<file path="src/rtl/pst_pkg.sv">
package pst_pkg;
  typedef enum logic [2:0] {
    ST_IDLE,
    ST_SEG,
    ST_CHK,
    ST_L1,
    ST_L2
  } walkState_t;

  typedef struct packed {
    logic accept;
    logic readSeg;
    logic checkLim;
    logic walkL1;
    logic walkL2;
  } walkStrb_t;
endpackage

</file>
<file path="src/rtl/pst_ctrl.sv">
module pst_ctrl
  import pst_pkg::*;
(
  input  logic      clk,
  input  logic      rstN,
  input  logic      reqValid,
  input  logic      overLimit,
  input  logic      l1Miss,
  output walkStrb_t strb,
  output logic      busy
);
  walkState_t st, nxt;

  always_comb begin
    nxt  = st;
    strb = '0;
    unique case (st)
      ST_IDLE: if (reqValid) begin
        strb.accept = 1'b1;
        nxt = ST_SEG;
      end
      ST_SEG: begin
        strb.readSeg = 1'b1;
        nxt = ST_CHK;
      end
      ST_CHK: begin
        strb.checkLim = 1'b1;
        nxt = overLimit ? ST_IDLE : ST_L1;
      end
      ST_L1: begin
        strb.walkL1 = 1'b1;
        nxt = l1Miss ? ST_IDLE : ST_L2;
      end
      ST_L2: begin
        strb.walkL2 = 1'b1;
        nxt = ST_IDLE;
      end
      default: nxt = ST_IDLE;
    endcase
  end

  always_ff @(posedge clk) begin
    if (!rstN) st <= ST_IDLE;
    else st <= nxt;
  end

  assign busy = (st != ST_IDLE);

  // the second level is only read right after a passing first-level read
  p_walk_order_r6: assert property (@(posedge clk) disable iff (!rstN)
    strb.walkL2 |-> $past(strb.walkL1) && !$past(l1Miss));
  // the limit check is always preceded by the descriptor read
  p_seg_before_chk_r2: assert property (@(posedge clk) disable iff (!rstN)
    strb.checkLim |-> $past(strb.readSeg));
endmodule

</file>
<file path="src/rtl/pst_datapath.sv">
module pst_datapath
  import pst_pkg::*;
#(
  parameter int SEG_W = 3,
  parameter int OFF_W = 12,
  parameter int LIN_W = 16,
  parameter int L1_W  = 4,
  parameter int L2_W  = 4,
  parameter int TBL_W = 2,
  parameter int RPN_W = 8,
  parameter int CFG_AW = TBL_W + L2_W,
  parameter int CFG_DW = OFF_W + LIN_W
) (
  input  logic              clk,
  input  logic              rstN,
  input  walkStrb_t         strb,
  input  logic [SEG_W-1:0]  reqSeg,
  input  logic [OFF_W-1:0]  reqOff,
  input  logic              cfgWe,
  input  logic [1:0]        cfgSel,
  input  logic [CFG_AW-1:0] cfgAddr,
  input  logic [CFG_DW-1:0] cfgData,
  output logic              overLimit,
  output logic              l1Miss,
  output logic              done,
  output logic [RPN_W+LIN_W-L1_W-L2_W-1:0] paddr,
  output logic              limitErr,
  output logic              pageFault
);
  localparam int PO_W  = LIN_W - L1_W - L2_W;
  localparam int PA_W  = RPN_W + PO_W;
  localparam int SEG_N = 1 << SEG_W;
  localparam int L1_N  = 1 << L1_W;
  localparam int L2_N  = 1 << (TBL_W + L2_W);

  logic [OFF_W-1:0] segLimit [SEG_N];
  logic [LIN_W-1:0] segBase  [SEG_N];
  logic             l1Valid  [L1_N];
  logic [TBL_W-1:0] l1Tbl    [L1_N];
  logic             l2Valid  [L2_N];
  logic [RPN_W-1:0] l2Rpn    [L2_N];

  logic [SEG_W-1:0] segReg;
  logic [OFF_W-1:0] offReg, limitReg;
  logic [LIN_W-1:0] baseReg, linReg;
  logic [TBL_W-1:0] tblReg;

  logic [L1_W-1:0]       l1Idx;
  logic [TBL_W+L2_W-1:0] l2Idx;

  assign l1Idx     = linReg[LIN_W-1 -: L1_W];
  assign l2Idx     = {tblReg, linReg[PO_W +: L2_W]};
  assign overLimit = offReg > limitReg;
  assign l1Miss    = !l1Valid[l1Idx];

  // table loading
  always_ff @(posedge clk) begin
    if (!rstN) begin
      for (int i = 0; i < SEG_N; i++) begin
        segLimit[i] <= '0;
        segBase[i]  <= '0;
      end
      for (int i = 0; i < L1_N; i++) begin
        l1Valid[i] <= 1'b0;
        l1Tbl[i]   <= '0;
      end
      for (int i = 0; i < L2_N; i++) begin
        l2Valid[i] <= 1'b0;
        l2Rpn[i]   <= '0;
      end
    end else if (cfgWe) begin
      unique case (cfgSel)
        2'd0: begin
          segLimit[cfgAddr[SEG_W-1:0]] <= cfgData[LIN_W +: OFF_W];
          segBase[cfgAddr[SEG_W-1:0]]  <= cfgData[LIN_W-1:0];
        end
        2'd1: begin
          l1Valid[cfgAddr[L1_W-1:0]] <= cfgData[TBL_W];
          l1Tbl[cfgAddr[L1_W-1:0]]   <= cfgData[TBL_W-1:0];
        end
        2'd2: begin
          l2Valid[cfgAddr] <= cfgData[RPN_W];
          l2Rpn[cfgAddr]   <= cfgData[RPN_W-1:0];
        end
        default: ;
      endcase
    end
  end

  // translation datapath
  always_ff @(posedge clk) begin
    if (!rstN) begin
      segReg    <= '0;
      offReg    <= '0;
      limitReg  <= '0;
      baseReg   <= '0;
      linReg    <= '0;
      tblReg    <= '0;
      done      <= 1'b0;
      paddr     <= '0;
      limitErr  <= 1'b0;
      pageFault <= 1'b0;
    end else begin
      done <= 1'b0;
      if (strb.accept) begin
        segReg <= reqSeg;
        offReg <= reqOff;
      end
      if (strb.readSeg) begin
        limitReg <= segLimit[segReg];
        baseReg  <= segBase[segReg];
      end
      if (strb.checkLim) begin
        if (overLimit) begin
          done      <= 1'b1;
          limitErr  <= 1'b1;
          pageFault <= 1'b0;
          paddr     <= '0;
        end else begin
          linReg <= baseReg + LIN_W'(offReg);
        end
      end
      if (strb.walkL1) begin
        if (l1Miss) begin
          done      <= 1'b1;
          limitErr  <= 1'b0;
          pageFault <= 1'b1;
          paddr     <= '0;
        end else begin
          tblReg <= l1Tbl[l1Idx];
        end
      end
      if (strb.walkL2) begin
        done      <= 1'b1;
        limitErr  <= 1'b0;
        pageFault <= !l2Valid[l2Idx];
        paddr     <= l2Valid[l2Idx] ? {l2Rpn[l2Idx], linReg[PO_W-1:0]} : PA_W'(0);
      end
    end
  end

  // done never lasts two cycles
  p_done_pulse_r2: assert property (@(posedge clk) disable iff (!rstN)
    done |=> !done);
  // latched request fields only change on acceptance
  p_req_hold_r3: assert property (@(posedge clk) disable iff (!rstN)
    !strb.accept |=> $stable(offReg) && $stable(segReg));
  // a limit error is only reported for an offset above the limit
  p_limit_r4: assert property (@(posedge clk) disable iff (!rstN)
    done && limitErr |-> $past(offReg > limitReg) && !pageFault);
  // results hold between completions
  p_result_hold_r10: assert property (@(posedge clk) disable iff (!rstN)
    !done |-> $stable(paddr) && $stable(limitErr) && $stable(pageFault));
  // an error result never carries an address
  p_err_no_addr_r8: assert property (@(posedge clk) disable iff (!rstN)
    done && (limitErr || pageFault) |-> paddr == '0);
endmodule

</file>
<file path="src/rtl/seg_page_xlate.sv">
module seg_page_xlate
  import pst_pkg::*;
#(
  parameter int SEG_W = 3,
  parameter int OFF_W = 12,
  parameter int LIN_W = 16,
  parameter int L1_W  = 4,
  parameter int L2_W  = 4,
  parameter int TBL_W = 2,
  parameter int RPN_W = 8,
  parameter int PA_W  = RPN_W + LIN_W - L1_W - L2_W,
  parameter int CFG_AW = TBL_W + L2_W,
  parameter int CFG_DW = OFF_W + LIN_W
) (
  input  logic              clk,
  input  logic              rstN,
  input  logic              reqValid,
  input  logic [SEG_W-1:0]  reqSeg,
  input  logic [OFF_W-1:0]  reqOff,
  output logic              busy,
  output logic              done,
  output logic [PA_W-1:0]   paddr,
  output logic              limitErr,
  output logic              pageFault,
  input  logic              cfgWe,
  input  logic [1:0]        cfgSel,
  input  logic [CFG_AW-1:0] cfgAddr,
  input  logic [CFG_DW-1:0] cfgData
);
  walkStrb_t strb;
  logic      overLimit, l1Miss;

  pst_ctrl i_ctrl (
    .clk(clk), .rstN(rstN), .reqValid(reqValid),
    .overLimit(overLimit), .l1Miss(l1Miss),
    .strb(strb), .busy(busy)
  );

  pst_datapath #(
    .SEG_W(SEG_W), .OFF_W(OFF_W), .LIN_W(LIN_W), .L1_W(L1_W),
    .L2_W(L2_W), .TBL_W(TBL_W), .RPN_W(RPN_W),
    .CFG_AW(CFG_AW), .CFG_DW(CFG_DW)
  ) i_dp (
    .clk(clk), .rstN(rstN), .strb(strb),
    .reqSeg(reqSeg), .reqOff(reqOff),
    .cfgWe(cfgWe), .cfgSel(cfgSel), .cfgAddr(cfgAddr), .cfgData(cfgData),
    .overLimit(overLimit), .l1Miss(l1Miss),
    .done(done), .paddr(paddr), .limitErr(limitErr), .pageFault(pageFault)
  );

  // completion is reported only once the walk has left its busy states
  p_done_idle_r2: assert property (@(posedge clk) disable iff (!rstN)
    done |-> !busy);
  // both error flags are never raised together
  p_one_error_r6: assert property (@(posedge clk) disable iff (!rstN)
    !(limitErr && pageFault));
endmodule

</file>
<file path="config.mk">
export PLATFORM = sky130hd
export DESIGN_NAME = seg_page_xlate
export DESIGN_NICKNAME = d
export VERILOG_FILES = /design/src/rtl/pst_pkg.sv /design/src/rtl/pst_ctrl.sv /design/src/rtl/pst_datapath.sv /design/src/rtl/seg_page_xlate.sv
export SDC_FILE = /design/constraint.sdc
export NUM_CORES = 1
export LEC_CHECK = 0
export BUFFER_PORTS_ARGS = -buffer_cell sky130_fd_sc_hd__clkbuf_2
export CAP_MARGIN = 20
export CORE_ASPECT_RATIO = 0.7
export CORE_MARGIN = 2
export CORE_UTILIZATION = 50
export DETAILED_ROUTE_END_ITERATION = 10
export PLACE_DENSITY = 0.68
export SYNTH_ARGS = -nofsm -noshare
export SYNTH_HDL_FRONTEND = slang
export SYNTH_SLANG_ARGS = --single-unit
</file>
<file path="constraint.sdc">
create_clock -name clk -period 4.05 [get_ports clk]
set_clock_uncertainty 0.15 [all_clocks]
set_input_delay 0.405 -clock clk [delete_from_list [all_inputs] [get_ports clk]]
set_output_delay 0.405 -clock clk [all_outputs]
set_load 0.01 [all_outputs]
</file>
==> After elaboration in Yosys (flattened, before gate mapping) <==
Memories as Yosys holds them, arrays and structs flattened. A register that Yosys moved wholly into a read port is not among the register bits.
Index checks and enable logic that the tools add are counted.
{ "totals": {"ff_bits": 53, "latchBits": 0, "ramBits": 848, "mem_bits_ro": 0, "inputBits": 55, "output_inout_bits": 20, "mem_count": 6} }
{ "memory_table": {"columns": ["name", "words", "width", "rd", "rd_clocked_by_memory_dff", "write_ports", "line", "rtl"], "rows": [
  ["i_dp.l2Rpn", 64, 8, 1, 0, 64, "pst_datapath.sv:41", "logic [RPN_W-1:0] l2Rpn [L2_N];"],
  ["i_dp.segBase", 8, 16, 1, 1, 8, "pst_datapath.sv:37", "logic [LIN_W-1:0] segBase [SEG_N];"],
  ["i_dp.segLimit", 8, 12, 1, 1, 8, "pst_datapath.sv:36", "logic [OFF_W-1:0] segLimit [SEG_N];"],
  ["i_dp.l2Valid", 64, 1, 1, 0, 64, "pst_datapath.sv:40", "logic l2Valid [L2_N];"],
  ["i_dp.l1Tbl", 16, 2, 1, 1, 16, "pst_datapath.sv:39", "logic [TBL_W-1:0] l1Tbl [L1_N];"],
  ["i_dp.l1Valid", 16, 1, 1, 1, 16, "pst_datapath.sv:38", "logic l1Valid [L1_N];"]
]} }
{ "op_classes": {"addsub": 1, "mul": 0, "div": 0, "n_lt_le_gt_ge": 1, "n_eq_ne": 7, "shifts": 0, "mux": 63, "n_bitwise": 2, "reduce_logical": 16} }
{ "op_table": {"columns": ["cell", "count"], "rows": [
  ["16-bit 2-to-1 mux", 7],
  ["1-bit 2-to-1 mux", 41],
  ["16-bit by 12-bit adder with 16-bit output", 1],
  ["4-bit 2-to-1 mux", 4],
  ["16-bit OR reduction", 1],
  ["12-bit greater-than comparator", 1],
  ["12-bit 2-to-1 mux", 1],
  ["3-bit 2-to-1 mux", 4],
  ["6-bit 2-to-1 mux", 2],
  ["3-bit one-hot mux with 4 select lines", 1],
  ["12-bit OR reduction", 1],
  ["8-bit 2-to-1 mux", 1],
  ["8-bit OR reduction", 1],
  ["3-bit by 2-bit equality test with 1-bit output (second input constant)", 2],
  ["1-bit zero test", 4],
  ["2-bit 2-to-1 mux", 2],
  ["2-bit AND reduction", 2],
  ["2-bit OR reduction", 2],
  ["3-bit by 1-bit equality test with 1-bit output (second input constant)", 1],
  ["3-bit equality test (second input constant)", 1],
  ["3-bit zero test", 1],
  ["3-bit nonzero test", 1],
  ["2-bit by 1-bit equality test with 1-bit output (second input constant)", 1],
  ["2-bit equality test (second input constant)", 1],
  ["other kinds (4)", 6]
]} }

==> Logic depth before layout (Yosys ltp) <==
Gate-level depths: netlist of run 1.
{ "depth": {"depth_word": 7, "ltp_mapped": 11, "mapped_depth_nobuf": 10} }

==> Cells and area by module <==
Synthesis of run 1 repeated with hierarchy kept, for this count alone.
{ "hier_totals": {"hier_cells": 3142, "hier_area_um2": 42797.3} }
{ "by_module_without_submodules": {"columns": ["module", "n_inst", "cells_each", "area_each_um2", "seq_area_each_um2"], "rows": [
  ["pst_datapath", 1, 3124, 42639.6, 26345.3],
  ["pst_ctrl", 1, 18, 157.7, 60.1]
]} }

==> Least setup slack after synthesis of run 1 <==
OpenSTA, ideal clock, no wires.
{ "synth_path": {"path_type": "input to register", "from": "in cfgAddr[2]", "to": "mem i_dp.segBase[4][0], enable pin", "setup_time_ps": 452, "arrival_time_ps": 3203, "setup_slack_ps": 245, "stages": 4, "cell_sequence": "clkbuf_1 -> clkbuf_1 -> nand2_1 -> o21ai_0"} }
{ "synth_rtl": {"columns": ["element", "line", "rtl"], "rows": [
  ["start, declared", "seg_page_xlate.sv:27", "input logic [CFG_AW-1:0] cfgAddr,"],
  ["end, declared", "pst_datapath.sv:37", null]
]} }

==> Worst setup path in the final report of run 1 <==
{ "layout_path": {"from": "reg i_dp.linReg[9]", "to": "reg i_dp.paddr[3]"} }
{ "layout_between": {"elab_chain_len": 3} }
{ "layout_rtl": {"columns": ["element", "line", "rtl"], "rows": [
  ["start, declared", "pst_datapath.sv:45", "logic [LIN_W-1:0] baseReg, linReg;"],
  ["start signal, assigned", "pst_datapath.sv:120", "linReg <= baseReg + LIN_W'(offReg);"],
  ["memory read 64 x 1 bit", null, null],
  ["16-bit 2-to-1 mux", "pst_datapath.sv:137", "paddr <= l2Valid[l2Idx] ? {l2Rpn[l2Idx], linReg[PO_W-1:0]} : PA_W'(0);"],
  ["16-bit 2-to-1 mux", "pst_datapath.sv:133", "if (strb.walkL2) begin"],
  ["end signal, assigned", "pst_datapath.sv:137", null],
  ["end, declared", "pst_datapath.sv:26", "output logic [RPN_W+LIN_W-L1_W-L2_W-1:0] paddr,"]
]} }
Every way passes these cells.
A chain may end at the register's enable or synchronous reset.

==> impl_metrics.csv, run 1 <==
group,metric,value,unit
floorplanning,fp.dieW,351.8,um
cts,clk_latency,670,ps
power,p_switching,5.062,mW
cts,root_buffer,"clkbuf_16",
synth,synth_area_per_cell,13.23,sq um
final_layout,design_area,47720,sq um
global_route,grt-ovfl-total,0,
timing,maxSlewHeadroom,23.87,%
placed_design,routabilityCongestion,0.9187,
timing,setup_viol,0,
timing,finalMaxSlewViolations,0,
critical_path,critPathMaxStageDelay,680,ps
critical_path,worst-setup-path-type,"flop to flop",
timing,fin_ws,586.7,ps
synth,synth_flop_cell,"edfxtp_1",
detailed_routing,vias,27280,
floorplanning,row_count,89,
outcome,status,"finished, final reports clean",
timing,rsz0062_at_grt,"no",
critical_path,cp_num_buf_inv,0,
power,combPwrFrac,8.4,%
final_layout,area_growth,12.69,%
synth,synth.area.top_cells,"edfxtp_1 54%, mux4_2 9.6%, and2_1 7.9%",
timing,min_period_over_period,85.51,%
final_layout,finalNetCount,3360,
global_route,grt_pass1_wl,171800,um
synth,netlist_instances,3201,
timing,fin_hold_ws,137.9,ps
global_route,antenna_found_initial,8,
synth,yosysTopAreaCell,"edfxtp_1",
power,seqPwrFrac,51.7,%
placed_design,dp_hpwl,76150,um
power,p_leak,15.89,nW
critical_path,r2r_start,"i_dp.linReg[9]",
cts,cts_tree,"built",
detailed_routing,drc,0,
min_path,worstHoldStart,"cfgAddr[0]",
detailed_routing,drt-wirelength-per-cell,25.51,um
timing,final_hold_viol_count,0,
synth,ys_ff_latch,935,
cts,htreeDepth,3,
global_route,grt_usage,26.70,%
cts,ctsHoldBuffers,38,
final_layout,fin_cells,4496,
synth,ys_warn_count,0,
timing,period_minus_slack,3463,ps
floorplanning,fp.dieH,247.5,um
synth,yosysSeqAreaShare,62.35,%
critical_path,crit_arrival,3860,ps
min_path,hold_class,"primary input to flop",
cts,numCtsBuffers,91,
critical_path,critical-path-top-delay-family,"multiplexers",
final_layout,utilization,56.76,%
cts,clkSlewWorstSetupHoldPaths,60,ps
detailed_routing,routed_wl,114700,um
critical_path,crit_chain,"mux4_1 -> mux2i_1 -> mux2i_1 -> mux2i_1 -> o2bb2ai_2 -> and2_1 -> o21a_1",
synth,synthDistinctLibCells,57,
cts,post-cts-setup-buffers,0,
global_route,grt_max_degree,73,
power,clkPwrFrac,39.9,%
global_route,grt_pass1_vias,27090,
synth,netlist_area,42350,sq um
timing,fin_tns_setup,0,ps
placed_design,place_inst,4283,
placed_design,place_area,44330,sq um
synth,synth_top_area_share,54.46,%
power,finalPower,21.44,mW
placed_design,post-place-ws,747.2,ps
power,p_per_area,449.3,nW/um^2
flow_run,maxCapViolations,0,
floorplanning,io_pins,75,
detailed_routing,first_iter_violations,3527,
floorplanning,dieArea,87080,sq um
floorplanning,core,84070,sq um
cts,post_cts_resized,0,
synth,async_flop_share,0,%
critical_path,cp-start-kind,"flop",
critical_path,r2r_setup_slack,590,ps
placed_design,numPortBuffers,74,
power,p_int,16.38,mW
critical_path,slowest_stage,"dfxtp_4",
detailed_routing,viasPerCell,6.067,
power,switching_share,23.61,%
final_layout,drive_above_1_share,17.96,%
critical_path,crit_top_cell,"mux2i_1",
final_layout,fill_cells,6547,
detailed_routing,dr.pass1.iters,6,
synth,synth.net_count,3281,
floorplanning,initial_core_util,50.37,%
critical_path,critPathRequiredTime,4450,ps
cts,cts_buffer_depth,3,
critical_path,cp-end-kind,"flop",
detailed_routing,ant_nets,0,
synth,synth_enable_flop_cells,768,
timing,max_freq,288.7,MHz
critical_path,worstSetupStartpoint,"i_dp.linReg[9]",
power,peakVddDrop,339.6,uV
timing,tightest_slew,1130,ps
critical_path,cp_max_fo,28,
cts,cts.sinks,935,
-- layout by cell type, fill, tap and decap left out, types with 16 or more instances in the layout --
cell,instances
mux2i_1,65
o22ai_1,34
nand3_1,22
clkbuf_2,73
nand2_1,211
a21oi_1,37
clkinv_1,17
nor3_1,231
buf_4,154
dlygate4sd3_1,38
a211oi_1,40
nor2_1,156
a22oi_1,26
mux4_2,181
clkinv_2,18
o21ai_0,166
edfxtp_1,768
clkbuf_1,16
o21a_1,23
clkbuf_16,93
ha_1,24
and2_1,536
nor3b_1,19
inv_1,20
dfxtp_1,162
mux2_2,20
-- cell usage after synthesis, types with 8 or more instances --
cell type  count
nor2_1       156
ha_1          24
nand3_1       22
o21ai_0      170
mux2i_1       65
nor4_1        13
nand2_1      211
nor2b_1        8
mux4_2       181
xnor2_1       10
a22o_1         8
mux2_2        20
and2_1       536
a21boi_0       8
o22ai_1       34
a21oi_1       38
mux4_1        10
o21a_1        23
buf_2         31
nor3_1       234
o211ai_1      14
edfxtp_1     768
a211oi_1      40
o31ai_1       11
dfxtp_1      167
buf_1         36
clkbuf_1     218
inv_1         21
o311a_1        8
nand2b_1      14
a22oi_1       26
nor3b_1       20
-- layout make-up --
cell class / count / area, sq um / area share [%]
sequential: 935 / 26420 / 55.36
multi-input combinational: 1954 / 14760 / 30.94
clock buffer: 115 / 2470 / 5.175
timing repair buffer: 274 / 2043 / 4.281
tap: 1137 / 1423 / 2.981
clock inverter: 56 / 513.0 / 1.075
inverter: 24 / 90.09 / 0.1888
antenna: 1 / 2.502 / 0.005243
-- power by group through the flow --
| stage | combinational [mW] | sequential, mW | clock [mW] |
|---|---|---|---|
| after floorplan | 1.15 | 11.2 | 0 |
| after global placement | 1.71 | 11.3 | 0 |
| after detailed placement | 1.74 | 11.3 | 0 |
| after CTS | 1.78 | 11.1 | 8.64 |
| after global routing | 1.93 | 11.1 | 9.01 |
| final | 1.80 | 11.1 | 8.56 |
-- sequential cells by signal, indices dropped and copies added (netlist names), named ones only --
name and count:
i_dp.l2Rpn 512, i_dp.linReg 16, i_dp.segReg 3, i_dp.pageFault 1
i_ctrl.st 3, i_dp.paddr 16, i_dp.done 1, i_dp.segBase 128
i_dp.baseReg 16, i_dp.segLimit 96, i_dp.l1Tbl 32, i_dp.limitReg 12
i_dp.tblReg 2, i_dp.limitErr 1, i_dp.l2Valid 64, i_dp.offReg 12
i_dp.l1Valid 16
-- cell families after synthesis --
| logic type | synth area share [%] |
|---|---|
| xor gates and xnor gates | 0.2482 |
| muxes | 12.31 |
| adders and majority gates | 0.7564 |
| DFF | 62.35 |
| and+or+nand+nor | 15.51 |
| buffers and inverters | 2.901 |
| AOI/OAI and AO/OA | 5.918 |
-- path summary, 6_finish.rpt --
check | cells after the start | end
worst max register to register | 7 | i_dp.paddr[3]
worst min-delay path | 2 | i_dp.l1Tbl[8][0]
worst max-delay path | 7 | i_dp.paddr[3]
worst min register to register | 2 | i_dp.l2Valid[6]
-- routing by layer --
metal	GRT usage [%]	up-vias	share of wire, %
met2	38.43	1428	43
li1	-	12010	-
met4	5.820	8	2.0
met3	8.679	189	12
met5	0	-	0.041
met1	39.55	13640	42
(Power assumes the default switching activity.)
==> inputs of run 2 (changes only) <==
--- a/config.mk
+++ b/config.mk
@@ -6,4 +6,5 @@
 export NUM_CORES = 1
 export LEC_CHECK = 0
+export ABC_AREA = 1
 export BUFFER_PORTS_ARGS = -buffer_cell sky130_fd_sc_hd__clkbuf_2
 export CAP_MARGIN = 20
--- a/constraint.sdc
+++ b/constraint.sdc
@@ -3,3 +3,3 @@
 set_input_delay 0.405 -clock clk [delete_from_list [all_inputs] [get_ports clk]]
 set_output_delay 0.405 -clock clk [all_outputs]
-set_load 0.01 [all_outputs]
+set_load 0.05 [all_outputs]
==> impl_metrics.csv, run 2 <==
group,metric,value,unit
power,p_per_area,473.3,nW/um^2
synth,ys_ff_latch,935,
detailed_routing,dr.pass1.iters,6,
detailed_routing,ant_nets,0,
synth,async_flop_share,0,%
critical_path,cp-start-kind,"primary input",
synth,synthDistinctLibCells,36,
placed_design,routabilityCongestion,0.8869,
synth,synth_enable_flop_cells,768,
synth,netlist_instances,4461,
timing,fin_tns_setup,0,ps
synth,synth_top_area_share,55.09,%
synth,synth_flop_cell,"edfxtp_1",
floorplanning,fp.dieW,349.8,um
critical_path,critical-path-top-delay-family,"simple AND/OR/NAND/NOR gates",
floorplanning,dieArea,86090,sq um
synth,synth_mux_area_share,0,%
critical_path,slowest_stage,"nor3_4",
critical_path,crit_top_cell,"nand2_1",
cts,clk_latency,670,ps
global_route,antenna_found_initial,3,
placed_design,numPortBuffers,74,
global_route,grt_pass1_wl,181100,um
final_layout,fill_cells,7134,
detailed_routing,viasPerCell,5.794,
synth,synth_top_family_by_area,"simple AND/OR/NAND/NOR gates",
critical_path,worst-setup-path-type,"primary input to flop",
critical_path,critPathMaxStageDelay,680,ps
synth,synth_area_per_cell,9.384,sq um
final_layout,final_common_cell,"nand2_1",
cts,post-cts-setup-buffers,0,
synth,synth_commonest_cells,"943 x nand2_1, 936 x nor2_1, 768 x edfxtp_1",
critical_path,cp_num_buf_inv,4,
timing,min_period_over_period,81.65,%
detailed_routing,drc,0,
timing,max_freq,302.4,MHz
synth,ys_warn_count,0,
synth,synth.area.top_cells,"edfxtp_1 55%, nand2_1 8.5%, nor2_1 8.4%",
synth,yosysTopAreaCell,"edfxtp_1",
floorplanning,core,82690,sq um
timing,tightest_slew,1025,ps
synth,synth-simple-area-share,24.94,%
final_layout,finalNetCount,4482,
global_route,grt_usage,27.71,%
timing,setup_viol,0,
cts,cts_buffer_depth,3,
timing,final_hold_viol_count,0,
timing,maxSlewHeadroom,31.70,%
critical_path,critPathRequiredTime,4220,ps
min_path,worstHoldStart,"cfgData[19]",
floorplanning,initial_core_util,50.62,%
detailed_routing,vias,32460,
floorplanning,row_count,88,
cts,root_buffer,"clkbuf_16",
cts,numCtsBuffers,88,
final_layout,area_growth,10.90,%
final_layout,design_area,46420,sq um
final_layout,layout_common_cells,"943 x nand2_1, 936 x nor2_1, 768 x edfxtp_1",
synth,synthAdderAreaFrac,0.7652,%
final_layout,top_register,"i_dp.l2Rpn",
final_layout,largest_reg_flops,512,
detailed_routing,drt-wirelength-per-cell,21.20,um
floorplanning,io_pins,75,
final_layout,top_regs,"i_dp.l2Rpn (512), i_dp.segBase (128), i_dp.segLimit (96)",
power,peakVddDrop,341.0,uV
synth,synth.net_count,4541,
timing,rsz0062_at_grt,"no",
global_route,grt_pass1_vias,30020,
cts,cts_tree,"built",
timing,period_minus_slack,3307,ps
critical_path,cp_max_fo,17,
critical_path,crit_chain,"dlygate4sd3_1 -> clkbuf_8 -> inv_2 -> nor4_4 -> inv_4 -> nor3_4 -> nand2_1 -> nand2_1",
global_route,grt_max_degree,146,
critical_path,cp-end-kind,"flop",
cts,clkSlewWorstSetupHoldPaths,70,ps
placed_design,dp_hpwl,72300,um
timing,finalMaxSlewViolations,0,
power,p_leak,17.72,nW
cts,cts.sinks,935,
synth,synth_compound_area_share,6.268,%
outcome,status,"finished, final reports clean",
detailed_routing,routed_wl,118800,um
floorplanning,fp.dieH,246.1,um
critical_path,r2r_start,"i_dp.linReg[8]",
final_layout,drive_above_1_share,7.974,%
synth,netlist_area,41860,sq um
cts,htreeDepth,3,
flow_run,maxCapViolations,0,
critical_path,worstSetupStartpoint,"rstN",
synth,synth_most_common_cell,"nand2_1",
synth,yosysSeqAreaShare,63.08,%
critical_path,crit_arrival,3480,ps
global_route,grt-ovfl-total,0,
synth,synth_xor_area_share,0.2511,%
detailed_routing,first_iter_violations,4198,
min_path,hold_class,"primary input to flop",
placed_design,place_area,43250,sq um
## run 2: final timing paths
check                         to  slack (ps)  cells past startpoint
max            i_dp.l2Rpn[23][7]         740                      8
min          i_dp.segLimit[1][3]          20                      3
max reg2reg        i_dp.paddr[7]         930                     11
min reg2reg        i_dp.limitErr         310                      2
## run 2: worst reg2reg max path: cells and delay by family, from the launching register on
kind            cells  cell delay (ps)
compound gates      1              170
buf+inv             1              430
flops               1              380
simple gates        9             1910
## run 2: per-layer routing
metal / vias up / share of wire (%) / GRT usage (%)
met2: 1854 / 41 / 38.47
met3: 193 / 13 / 6.146
met4: 4 / 2.1 / 6.808
met1: 15390 / 44 / 43.57
met5: - / 0.025 / 0
li1: 15020 / - / -
## run 2: logic make-up (layout without fill, tap and decap cells)
family	after synthesis	count (layout)
adders and majority gates	25	25
buffers and inverters	483	499
and+or+nand+nor	2523	2523
xor gates and xnor gates	12	12
AOI/OAI and AO/OA	483	483
DFF	935	935
other	0	1
## run 2: power by group
group	internal, mW	switching, mW
Sequential	10.9	0.216
Clock	4.74	3.65
Combinational	0.662	1.85
## run 2: what timing repair did
item	in CTS	in global routing
gates resized for setup	0	0
hold buffers	28	0
endpoints found under the hold margin	62	0
## run 2: per-stage QoR
| stage | hold slack, ps | power (mW) | util (%) | instances | setup WS, ps |
|---|---|---|---|---|---|
| 4_1_cts | 4.349 | 21.94 | 56.14 | 5602 | 904.9 |
| 3_3_place_gp | 299.9 | 13.64 | 52.30 | 5409 | 794.0 |
| 2_1_floorplan | 294.3 | 12.75 | - | 4461 | 1352 |
| 5_1_grt | 17.16 | 22.65 | 56.14 | 5603 | 716.6 |
| 3_5_place_dp | 302.5 | 13.69 | 52.30 | 5409 | 747.4 |
| 6_report | 15.92 | 21.97 | 56.14 | 5603 | 743.1 |
## run 2: area by class of cell
cell class | instances | area (sq um) | area share [%]
tap | 1125 | 1408 | 3.032
clock buffer | 129 | 2572 | 5.541
clock inverter | 36 | 317.8 | 0.6846
inverter | 113 | 444.2 | 0.9568
antenna | 1 | 2.502 | 0.005390
multi-input combinational | 3043 | 13490 | 29.07
sequential | 935 | 26420 | 56.91
timing repair buffer | 221 | 1765 | 3.803
